==> config.mk <==
export PLATFORM = sky130hd
export DESIGN_NAME = intc_dual_bank
export DESIGN_NICKNAME = d
export VERILOG_FILES = /design/src/rtl/intc_pkg.sv /design/src/rtl/intc_sync.sv /design/src/rtl/intc_group.sv /design/src/rtl/intc_dual_bank.sv
export SDC_FILE = /design/constraint.sdc
export NUM_CORES = 1
export LEC_CHECK = 0
export ABC_CLOCK_PERIOD_IN_PS = 1900
export BUFFER_PORTS_ARGS = -buffer_cell sky130_fd_sc_hd__buf_2
export CORE_ASPECT_RATIO = 0.5
export CORE_MARGIN = 10
export CORE_UTILIZATION = 60
export CTS_CLUSTER_SIZE = 25
export DETAILED_ROUTE_END_ITERATION = 10
export GPL_ROUTABILITY_DRIVEN = 1
export HOLD_SLACK_MARGIN = 0.03
export MAX_ROUTING_LAYER = met4
export PLACE_DENSITY = 0.78
export SLEW_MARGIN = 20
export SYNTH_ARGS = -nofsm -noshare
export SYNTH_HDL_FRONTEND = slang
export SYNTH_SLANG_ARGS = --single-unit
==> constraint.sdc <==
create_clock -name clk_i -period 1.9 [get_ports clk_i]
set_input_delay 0.095 -clock clk_i [delete_from_list [all_inputs] [get_ports clk_i]]
set_output_delay 0.095 -clock clk_i [all_outputs]
set_load 0.05 [all_outputs]
==> src/rtl/intc_pkg.sv <==
package intc_pkg;
    localparam int GRP_N     = 4;   // bank*2 + kind, kind 0 = normal, 1 = fast
    localparam int GRP_WORDS = 8;
    localparam int HI_BASE   = 24;  // first word of the high bank groups
    localparam int WORD_REV  = 20;
    localparam int WORD_FEAT = 21;

    localparam logic [2:0] OFS_RAW  = 3'd0;
    localparam logic [2:0] OFS_EN   = 3'd1;
    localparam logic [2:0] OFS_CLR  = 3'd2;
    localparam logic [2:0] OFS_MODE = 3'd3;
    localparam logic [2:0] OFS_POL  = 3'd4;
    localparam logic [2:0] OFS_STAT = 3'd5;

    function automatic int grp_base(input int g);
        int bank;
        int kind;
        bank = g / 2;
        kind = g % 2;
        return (bank == 0) ? kind * GRP_WORDS : HI_BASE + kind * GRP_WORDS;
    endfunction

    function automatic int grp_bank(input int g);
        return g / 2;
    endfunction

    function automatic bit grp_is_fast(input int g);
        return (g % 2) == 1;
    endfunction
endpackage

==> src/rtl/intc_sync.sv <==
module intc_sync #(
    parameter int WIDTH = 64
) (
    input  logic             clk_i,
    input  logic             rst_ni,
    input  logic [WIDTH-1:0] d_i,
    output logic [WIDTH-1:0] sync_o,
    output logic [WIDTH-1:0] prev_o
);
    logic [WIDTH-1:0] stage1_q;
    logic [WIDTH-1:0] stage2_q;
    logic [WIDTH-1:0] prev_q;

    always_ff @(posedge clk_i or negedge rst_ni) begin
        if (!rst_ni) begin
            stage1_q <= '0;
            stage2_q <= '0;
            prev_q   <= '0;
        end else begin
            stage1_q <= d_i;
            stage2_q <= stage1_q;
            prev_q   <= stage2_q;
        end
    end

    assign sync_o = stage2_q;
    assign prev_o = prev_q;
endmodule

==> src/rtl/intc_group.sv <==
module intc_group #(
    parameter int WIDTH = 32
) (
    input  logic             clk_i,
    input  logic             rst_ni,
    input  logic [WIDTH-1:0] sync_i,
    input  logic [WIDTH-1:0] prev_i,
    input  logic             en_we_i,
    input  logic             mode_we_i,
    input  logic             pol_we_i,
    input  logic             clr_we_i,
    input  logic [WIDTH-1:0] wdata_i,
    output logic [WIDTH-1:0] en_o,
    output logic [WIDTH-1:0] mode_o,
    output logic [WIDTH-1:0] pol_o,
    output logic [WIDTH-1:0] status_o
);
    logic [WIDTH-1:0] en_q;
    logic [WIDTH-1:0] mode_q;
    logic [WIDTH-1:0] pol_q;
    logic [WIDTH-1:0] pend_q;
    logic [WIDTH-1:0] pend_d;
    logic [WIDTH-1:0] act_now;
    logic [WIDTH-1:0] act_old;
    logic [WIDTH-1:0] hit_v;
    logic [WIDTH-1:0] clr_v;
    logic [WIDTH-1:0] keep_v;

    always_ff @(posedge clk_i or negedge rst_ni) begin
        if (!rst_ni) begin
            en_q   <= '0;
            mode_q <= '0;
            pol_q  <= '0;
        end else begin
            if (en_we_i)   en_q   <= wdata_i;
            if (mode_we_i) mode_q <= wdata_i;
            if (pol_we_i)  pol_q  <= wdata_i;
        end
    end

    // polarity is applied to both samples, so a polarity change alone makes no edge
    always_comb begin
        act_now = sync_i ^ pol_q;
        act_old = prev_i ^ pol_q;
        hit_v   = act_now & ~act_old;
        clr_v   = clr_we_i ? wdata_i : '0;
        keep_v  = pend_q & mode_q & ~clr_v;
        // edge: a new event wins over a clear in the same cycle
        pend_d  = (mode_q & (hit_v | (pend_q & ~clr_v))) | (~mode_q & act_now);
    end

    always_ff @(posedge clk_i or negedge rst_ni) begin
        if (!rst_ni) pend_q <= '0;
        else         pend_q <= pend_d;
    end

    assign en_o     = en_q;
    assign mode_o   = mode_q;
    assign pol_o    = pol_q;
    assign status_o = pend_q & en_q;

    AST_EDGE_HOLD: assert property (@(posedge clk_i) disable iff (!rst_ni)
        !mode_we_i |=> ((pend_q & $past(keep_v)) == $past(keep_v)));

    AST_EDGE_CLEAR: assert property (@(posedge clk_i) disable iff (!rst_ni)
        (clr_we_i && !mode_we_i) |=> ((pend_q & $past(clr_v & mode_q & ~hit_v)) == '0));
endmodule

==> src/rtl/intc_dual_bank.sv <==
module intc_dual_bank #(
    parameter int          BANK_W  = 32,
    parameter int          ADDR_W  = 6,
    parameter logic [31:0] REV_ID  = 32'h0001_0000,
    parameter logic [31:0] FEAT_ID = 32'h0000_0040
) (
    input  logic                clk_i,
    input  logic                rst_ni,
    input  logic [2*BANK_W-1:0] src_i,
    input  logic                wr_en_i,
    input  logic                rd_en_i,
    input  logic [ADDR_W-1:0]   addr_i,
    input  logic [BANK_W-1:0]   wdata_i,
    output logic [BANK_W-1:0]   rdata_o,
    output logic                irq_o,
    output logic                fiq_o
);
    import intc_pkg::*;

    localparam int SRC_N = 2 * BANK_W;
    localparam logic [ADDR_W-1:0] A_REV  = ADDR_W'(WORD_REV);
    localparam logic [ADDR_W-1:0] A_FEAT = ADDR_W'(WORD_FEAT);

    logic [SRC_N-1:0]  sync_v;
    logic [SRC_N-1:0]  prev_v;
    logic [BANK_W-1:0] g_raw  [GRP_N];
    logic [BANK_W-1:0] g_en   [GRP_N];
    logic [BANK_W-1:0] g_mode [GRP_N];
    logic [BANK_W-1:0] g_pol  [GRP_N];
    logic [BANK_W-1:0] g_stat [GRP_N];
    logic [GRP_N-1:0]  g_sel;
    logic [2:0]        ofs;
    logic [BANK_W-1:0] rd_val;
    logic              rd_known;
    logic              irq_any;
    logic              fiq_any;
    logic              irq_en_any;
    logic              fiq_en_any;

    assign ofs = addr_i[2:0];

    intc_sync #(.WIDTH(SRC_N)) i_sync (
        .clk_i  (clk_i),
        .rst_ni (rst_ni),
        .d_i    (src_i),
        .sync_o (sync_v),
        .prev_o (prev_v)
    );

    for (genvar g = 0; g < GRP_N; g++) begin : gen_grp
        localparam logic [ADDR_W-1:0] BASE = ADDR_W'(grp_base(g));
        localparam int LSB = grp_bank(g) * BANK_W;

        assign g_sel[g] = (addr_i[ADDR_W-1:3] == BASE[ADDR_W-1:3]);
        assign g_raw[g] = sync_v[LSB +: BANK_W];

        intc_group #(.WIDTH(BANK_W)) i_group (
            .clk_i     (clk_i),
            .rst_ni    (rst_ni),
            .sync_i    (sync_v[LSB +: BANK_W]),
            .prev_i    (prev_v[LSB +: BANK_W]),
            .en_we_i   (wr_en_i && g_sel[g] && ofs == OFS_EN),
            .mode_we_i (wr_en_i && g_sel[g] && ofs == OFS_MODE),
            .pol_we_i  (wr_en_i && g_sel[g] && ofs == OFS_POL),
            .clr_we_i  (wr_en_i && g_sel[g] && ofs == OFS_CLR),
            .wdata_i   (wdata_i),
            .en_o      (g_en[g]),
            .mode_o    (g_mode[g]),
            .pol_o     (g_pol[g]),
            .status_o  (g_stat[g])
        );
    end

    always_comb begin
        rd_val   = '0;
        rd_known = 1'b0;
        if (addr_i == A_REV) begin
            rd_val   = REV_ID;
            rd_known = 1'b1;
        end else if (addr_i == A_FEAT) begin
            rd_val   = FEAT_ID;
            rd_known = 1'b1;
        end
        for (int g = 0; g < GRP_N; g++) begin
            if (g_sel[g]) begin
                case (ofs)
                    OFS_RAW:  begin rd_val = g_raw[g];  rd_known = 1'b1; end
                    OFS_EN:   begin rd_val = g_en[g];   rd_known = 1'b1; end
                    OFS_CLR:  begin rd_val = '0;        rd_known = 1'b1; end
                    OFS_MODE: begin rd_val = g_mode[g]; rd_known = 1'b1; end
                    OFS_POL:  begin rd_val = g_pol[g];  rd_known = 1'b1; end
                    OFS_STAT: begin rd_val = g_stat[g]; rd_known = 1'b1; end
                    default:  ;
                endcase
            end
        end
    end

    always_comb begin
        irq_any    = 1'b0;
        fiq_any    = 1'b0;
        irq_en_any = 1'b0;
        fiq_en_any = 1'b0;
        for (int g = 0; g < GRP_N; g++) begin
            if (grp_is_fast(g)) begin
                fiq_any    = fiq_any | (|g_stat[g]);
                fiq_en_any = fiq_en_any | (|g_en[g]);
            end else begin
                irq_any    = irq_any | (|g_stat[g]);
                irq_en_any = irq_en_any | (|g_en[g]);
            end
        end
    end

    always_ff @(posedge clk_i or negedge rst_ni) begin
        if (!rst_ni) begin
            rdata_o <= '0;
            irq_o   <= 1'b0;
            fiq_o   <= 1'b0;
        end else begin
            if (rd_en_i) rdata_o <= rd_val;
            irq_o <= irq_any;
            fiq_o <= fiq_any;
        end
    end

    AST_IRQ_NEEDS_ENABLE: assert property (@(posedge clk_i) disable iff (!rst_ni)
        $rose(irq_o) |-> $past(irq_en_any));

    AST_FIQ_NEEDS_ENABLE: assert property (@(posedge clk_i) disable iff (!rst_ni)
        $rose(fiq_o) |-> $past(fiq_en_any));

    AST_RSVD_READ_ZERO: assert property (@(posedge clk_i) disable iff (!rst_ni)
        (rd_en_i && !rd_known) |=> (rdata_o == '0));
endmodule

==> metrics.csv, run 1 <==
stage,metric,value,unit
sta,Max Clock Skew,0.0213,ns
detailed_routing,DRT Wirelength,124000,um
floorplan,Initial Util,61.0,%
cells_and_area,layout cells sized above 1,24.9,%
sta,Tcrit/Tclk final,100,%
sta,Setup WS post-layout,-0.00646,ns
floorplan,Die H,188,um
sta,worst hold margin,0.112,ns
worst_setup_path,CP max FO,3,
sta,final setup fails,1,
grt,GRT Residual Overflow,0,
cells_and_area,most frequent cells in the layout,"734 x dfrtp_1, 287 x mux2_2, 229 x a21oi_1, 207 x buf_4, 203 x nand2_1",
worst_setup_path,R2R cell count,6,
worst_setup_path,CP Buf/Inv Count,1,
grt,vias in the first global route,28700,
worst_setup_path,"Critical Path, Cell by Cell",a22o_1 > a221oi_1 > nand3_1 > nor3_1 > buf_4 > nand2_1,
pwr,clock share of power,34.8,%
clocking,number of post-CTS setup repair buffers,0,
clocking,"Reg clk slew, reported paths",0.07,ns
min_path,hold depth,3,
grt,first-pass GRT wire length,183000,um
pwr,Max IR drop VDD,0.897,mV
clocking,CTS Root Cell,clkbuf_16,
synth,Avg Inst Size Synth,11.6,um^2
grt,initial antenna violation count,7,
worst_setup_path,WP data required,2.40,ns
synth,Yosys Warn Count,0,
pwr,switching share of total power,29.5,%
clocking,clock buffer depth,3,
outcome,failing checks,negative setup slack,
pwr,Sw Pwr,0.0119,W
floorplan,Row Count,61,
pwr,pwr/cell area,987,nW/um^2
placed_design,port bufs,139,
clocking,worst-skew pair later-pin latency,0.62,ns
clocking,clock sinks,738,
synth,post-synth cell types,60,
worst_setup_path,CP Capture Type,register,
sta,max-slew violations,0,
worst_setup_path,Levels on crit path,6,
synth,cell taking the most area after synthesis,dfrtp_1,
placed_design,Routability Congestion,1.00,
floorplan,Core Area,55800,um^2
synth,Synth top area share,54.3,%
sta,Least-Margin Pin Slew,0.758,ns
synth,Synth Instances,2925,
clocking,CTS tree,yes,
worst_setup_path,Crit path max-delay family,compound AO/OA/AOI/OAI gates,
synth,post-synthesis cell area,34000,um^2
grt,Total Routing Usage GR,37.2,%
detailed_routing,initial detailed-routing violation count,3978,
detailed_routing,Via density,6.97,
floorplan,Die Area,67200,um^2
cells_and_area,Area growth syn-to-layout,20.4,%
placed_design,pre-CTS setup slack,-0.210,ns
floorplan,Die X,357,um
worst_setup_path,internal reg-to-reg setup slack,-0.006,ns
worst_setup_path,kind of critical path,reg -> reg,
detailed_routing,# DRC,0,
cells_and_area,nets,3416,
min_path,Worst Hold Class,in -> reg,
detailed_routing,first drt pass iteration count,9,
detailed_routing,Avg WL per Cell,30.0,um
synth,Syn Nets,3031,
synth,post-synthesis sequential element count,738,
sta,Max Clock Freq,0.525,GHz
worst_setup_path,CP arrival,2.41,ns
grt,pin count of the biggest net entering global routing,91,
pwr,sequential power share,49.5,%
sta,Worst slew margin,49.3,%
detailed_routing,Vias,28700,
synth,Main synth FF type,dfrtp_1,
pwr,leak pwr,18.3,nW
worst_setup_path,CP max-delay cell,a221oi_1,
synth,synth top area cells,"dfrtp_1 54%, mux2_2 9.5%, a311o_1 3.8%",
clocking,# H-tree levels,3,
synth,"Seq/Total Area, Yosys",54.3,%
floorplan,Ports,140,
synth,Post-synth EDFFs,0,
cells_and_area,Fillers,3790,
worst_setup_path,largest stage delay on the critical path,0.44,ns
cells_and_area,"commonest non-fill, non-tap cell in the layout",dfrtp_1,
pwr,Logic pwr share,15.8,%
worst_setup_path,startpoint type of the worst setup path,register,
detailed_routing,"antenna viol nets, final",0,
pwr,internal power,0.0285,W
placed_design,HPWL after detailed placement,84200,um
sta,Fin. Hold Viols,0,
job,number of max-cap violations,0,
synth,asr flop ratio synth,100,%
clocking,Inserted Clock Buffers,66,
sta,min Tclk post-route,1.91,ns
outcome,outcome,"complete, but fails checks",
worst reg2reg max path, stage by stage, from the launching register on:
cell and delay, ns:
dfrtp_1 0.42, a22o_1 0.24, a221oi_1 0.44, nand3_1 0.23, nor3_1 0.25, buf_4 0.16
nand2_1 0.06
flip-flops by register name, summed over array words and instances (netlist names):
| signal | count |
|---|---|
| fiq_o | 1 |
| gen_grp.i_group.pend_q | 128 |
| gen_grp.i_group.en_o | 128 |
| rdata_o | 32 |
| i_sync.sync_o | 64 |
| irq_o | 1 |
| gen_grp.i_group.mode_o | 128 |
| i_sync.stage1_q | 64 |
| gen_grp.i_group.pol_o | 128 |
| i_sync.prev_o | 64 |
synth_stat cells, drive strengths merged, types with 10 or more instances:
cell,instances
nor2b,11
a2bb2oi,23
dfrtp,738
a22oi,42
nand2,212
o211ai,29
a32o,24
nand2b,151
o221ai,14
a32oi,42
mux2,385
a21oi,230
nor3,19
a211oi,145
a31oi,10
mux2i,66
nand3,16
o31ai,11
clkbuf,85
a311o,128
inv,81
a221oi,40
buf,106
o21ai,138
a221o,10
nor2,61
a22o,22
o22ai,20
logic make-up after synthesis:
logic type	share of synthesized area (%)
flops	54.3
buf+inv	3.51
compound gates	20.3
xor+xnor	0.0257
simple gates	7.16
mux	14.7
worst paths after layout:
| kind | start | end |
|---|---|---|
| max | gen_grp[0].i_group.en_o[15] | irq_o |
| min | rd_en_i | rdata_o[16] |
| max reg2reg | gen_grp[0].i_group.en_o[15] | irq_o |
| min reg2reg | i_sync.stage1_q[50] | i_sync.sync_o[50] |
| max in group asynchronous | rst_ni | i_sync.sync_o[14] |
| min in group asynchronous | rst_ni | gen_grp[3].i_group.pend_q[30] |
cell type report:
type	instances	area, um^2	area share [%]
flip-flops and latches	738	18500	45.1
well taps	756	946	2.31
clock buffers	93	1940	4.73
inverters	81	304	0.742
clock inverters	25	280	0.684
repair buffers	508	4540	11.1
diodes	6	15.0	0.0367
multi-input cells	1915	14500	35.3
power by group through the flow:
stage               Combinational [W]  Clock [W]  Sequential [W]
detailed placement            0.00596          0          0.0201
global placement              0.00575          0          0.0200
global route                  0.00679     0.0147          0.0201
floorplan                     0.00346          0          0.0193
CTS                           0.00619     0.0141          0.0198
finish                        0.00637     0.0141          0.0200
stage by stage:
step	total power [W]	cells	util [%]	area [um^2]	setup TNS, ns
3_5_place_dp	0.0261	3898	67.6	37700	-4.71
6_report	0.0404	4122	73.4	41000	-0.00646
2_1_floorplan	0.0228	2925	-	34000	0
5_1_grt	0.0417	4122	73.4	41000	-0.0230
4_1_cts	0.0401	4116	73.3	40900	0
3_3_place_gp	0.0257	3898	67.6	37700	-3.45
repair_timing:
item                       in CTS  in global routing
resized for setup               1                  8
setup endpoints to repair       1                  4
hold endpoints to repair     1249                  0
hold buffers                  100                  0
pin swaps                       0                  2
per-layer routing:
layer  track usage, %  vias up  part of all wire (%)
li1                 -    11900                     -
met4             15.7        0                   4.9
met1             47.9    14400                    38
met5                -        -                     0
met2             52.0     1979                    42
met3             14.5      444                    14
Power figures use the tool's default switching activity.
==> run 2, diff against run 1 <==
- CORE_MARGIN: 10 -> 8
==> metrics.csv, run 2 (synthesized netlist as in run 1, its figures left out) <==
stage,metric,value,unit,change
min_path,Worst Hold Class,in -> reg,,
grt,first-pass GRT wire length,182000,um,-0.69%
worst_setup_path,kind of critical path,reg -> reg,,
cells_and_area,"commonest non-fill, non-tap cell in the layout",dfrtp_1,,
worst_setup_path,CP arrival,2.31,ns,-0.10 ns
sta,Tcrit/Tclk final,96.4,%,-3.9 points
sta,Max Clock Freq,0.546,GHz,+4.1%
placed_design,port bufs,139,,unchanged
clocking,clock sinks,738,,unchanged
outcome,outcome,"complete, no violations",,
detailed_routing,first drt pass iteration count,6,,-3
cells_and_area,most frequent cells in the layout,"736 x dfrtp_1, 287 x mux2_2, 229 x a21oi_1, 204 x nand2_1, 201 x buf_4",,
sta,min Tclk post-route,1.83,ns,-0.0749 ns
pwr,Max IR drop VDD,0.828,mV,-7.7%
grt,Total Routing Usage GR,38.3,%,+1.1 points
job,number of max-cap violations,0,,unchanged
sta,worst hold margin,0.0922,ns,-0.0193 ns
sta,Max Clock Skew,0.0252,ns,+0.00382 ns
worst_setup_path,Levels on crit path,7,,+1
detailed_routing,DRT Wirelength,123000,um,-0.31%
sta,max-slew violations,0,,unchanged
detailed_routing,# DRC,0,,unchanged
pwr,leak pwr,18.3,nW,-0.27%
floorplan,Row Count,61,,unchanged
sta,final setup fails,0,,-1
grt,GRT Residual Overflow,0,,unchanged
clocking,worst-skew pair later-pin latency,0.62,ns,about the same
worst_setup_path,CP Capture Type,register,,
grt,vias in the first global route,27900,,-2.5%
cells_and_area,final core utilization,73.3,%,-0.17 points
floorplan,Ports,140,,unchanged
cells_and_area,nets,3403,,-0.38%
clocking,clock buffer depth,3,,unchanged
worst_setup_path,start point of the critical path,gen_grp[0].i_group.pend_q[25],,
worst_setup_path,WP data required,2.38,ns,-0.02 ns
sta,Least-Margin Pin Slew,0.706,ns,-0.0521 ns
worst_setup_path,Crit path max-delay family,compound AO/OA/AOI/OAI gates,,
grt,pin count of the biggest net entering global routing,108,,+19%
clocking,number of post-CTS setup repair buffers,0,,unchanged
cells_and_area,Area growth syn-to-layout,20.1,%,
sta,Fin. Hold Viols,0,,unchanged
worst_setup_path,CP Buf/Inv Count,2,,+1
sta,Worst slew margin,52.7,%,+3.5 points
floorplan,Die X,353,um,-1.1%
clocking,# H-tree levels,3,,unchanged
detailed_routing,Vias,28500,,-0.81%
worst_setup_path,R2R cell count,7,,+1
pwr,Overall Power,0.0409,W,+1.0%
min_path,worst hold start,addr_i[5],,
worst_setup_path,CP max-delay cell,dfrtp_1,,
detailed_routing,"antenna viol nets, final",0,,unchanged
sta,RSZ-0062 raised after global routing,no,,
grt,initial antenna violation count,5,,-2
placed_design,Routability Congestion,1.00,,+0.15%
floorplan,Die Area,65000,um^2,-3.2%
worst_setup_path,largest stage delay on the critical path,0.40,ns,-0.04 ns
floorplan,Initial Util,61.0,%,unchanged
floorplan,Core Area,55800,um^2,unchanged
detailed_routing,Avg WL per Cell,30.0,um,about the same
placed_design,pre-CTS setup slack,-0.108,ns,+0.103 ns
worst_setup_path,CP max FO,3,,unchanged
min_path,hold depth,5,,+2
clocking,Inserted Clock Buffers,66,,unchanged
sta,Setup WS post-layout,0.0684,ns,+0.0749 ns
worst_setup_path,"Critical Path, Cell by Cell",a22o_1 > a221oi_1 > buf_4 > nand4_1 > nor3_1 > buf_4 > nand2_1,,
detailed_routing,Via density,6.94,,-0.42%
clocking,CTS Root Cell,clkbuf_16,,
floorplan,Die H,184,um,-2.1%
cells_and_area,Layout Cells excl Fill,4106,,-0.39%
detailed_routing,initial detailed-routing violation count,4231,,+6.4%
placed_design,HPWL after detailed placement,83500,um,-0.79%
clocking,"Reg clk slew, reported paths",0.07,ns,about the same
pwr,pwr/cell area,1000,nW/um^2,+1.3%
placed_design,placed instance count,3886,,-0.31%
worst_setup_path,Worst path most repeated cell,buf_4,,
worst_setup_path,worst r2r src,gen_grp[0].i_group.pend_q[25],,
clocking,CTS tree,yes,,
worst_setup_path,startpoint type of the worst setup path,register,,
cells_and_area,layout cells sized above 1,24.5,%,-0.48 points
## run 2: final cells by class
type / count / area [um^2]
diodes: 6 / 15.0
clock buffers: 93 / 1940
clock inverters: 22 / 373
fillers: 3788 / 14900
inverters: 81 / 304
multi-input cells: 1915 / 14500
flip-flops and latches: 738 / 18500
well taps: 756 / 946
repair buffers: 495 / 4370
## run 2: routing by layer
metal | global-route usage (%) | wire length, um | share of wire (%)
met1 | 51.0 | 48900 | 40
met4 | 15.1 | 5470 | 4.4
met2 | 53.6 | 51600 | 42
met5 | - | 0 | 0
met3 | 13.7 | 17400 | 14
## run 2: path summary, 6_finish.rpt
| check | endpoint | slack (ns) |
|---|---|---|
| setup / recovery | irq_o | 0.07 |
| min in group asynchronous | i_sync.stage1_q[17] | 0.17 |
| hold reg to reg | i_sync.sync_o[2] | 0.34 |
| max in group asynchronous | i_sync.prev_o[16] | 1.14 |
| setup reg to reg | irq_o | 0.07 |
| hold / removal | rdata_o[6] | 0.09 |
## run 2: tightest hold or removal path, cell delays in order
cell	delay, ns
buf_2	0.13
buf_4	0.19
o2bb2ai_1	0.08
nand3_1	0.09
a21oi_1	0.07
## run 2: through the flow
stage	setup TNS (ns)	area [um^2]
3_3_place_gp	-1.28	37500
2_1_floorplan	0	34000
6_report	0	40900
3_5_place_dp	-1.56	37500
4_1_cts	0	40800
5_1_grt	0	40900
## run 2: report_power, final
part,leakage [nW],switching [W],internal (W)
logic,7.89,0.00330,0.00301
clock network,1.12,0.00618,0.00839
registers,9.27,0.00238,0.0176
## run 2: timing repair
| item | CTS | global route |
|---|---|---|
| endpoints found under the hold margin | 1292 | 0 |
| gates resized for setup | 0 | 4 |
| endpoints found under the setup margin | 0 | 2 |
| hold buffers | 99 | 0 |
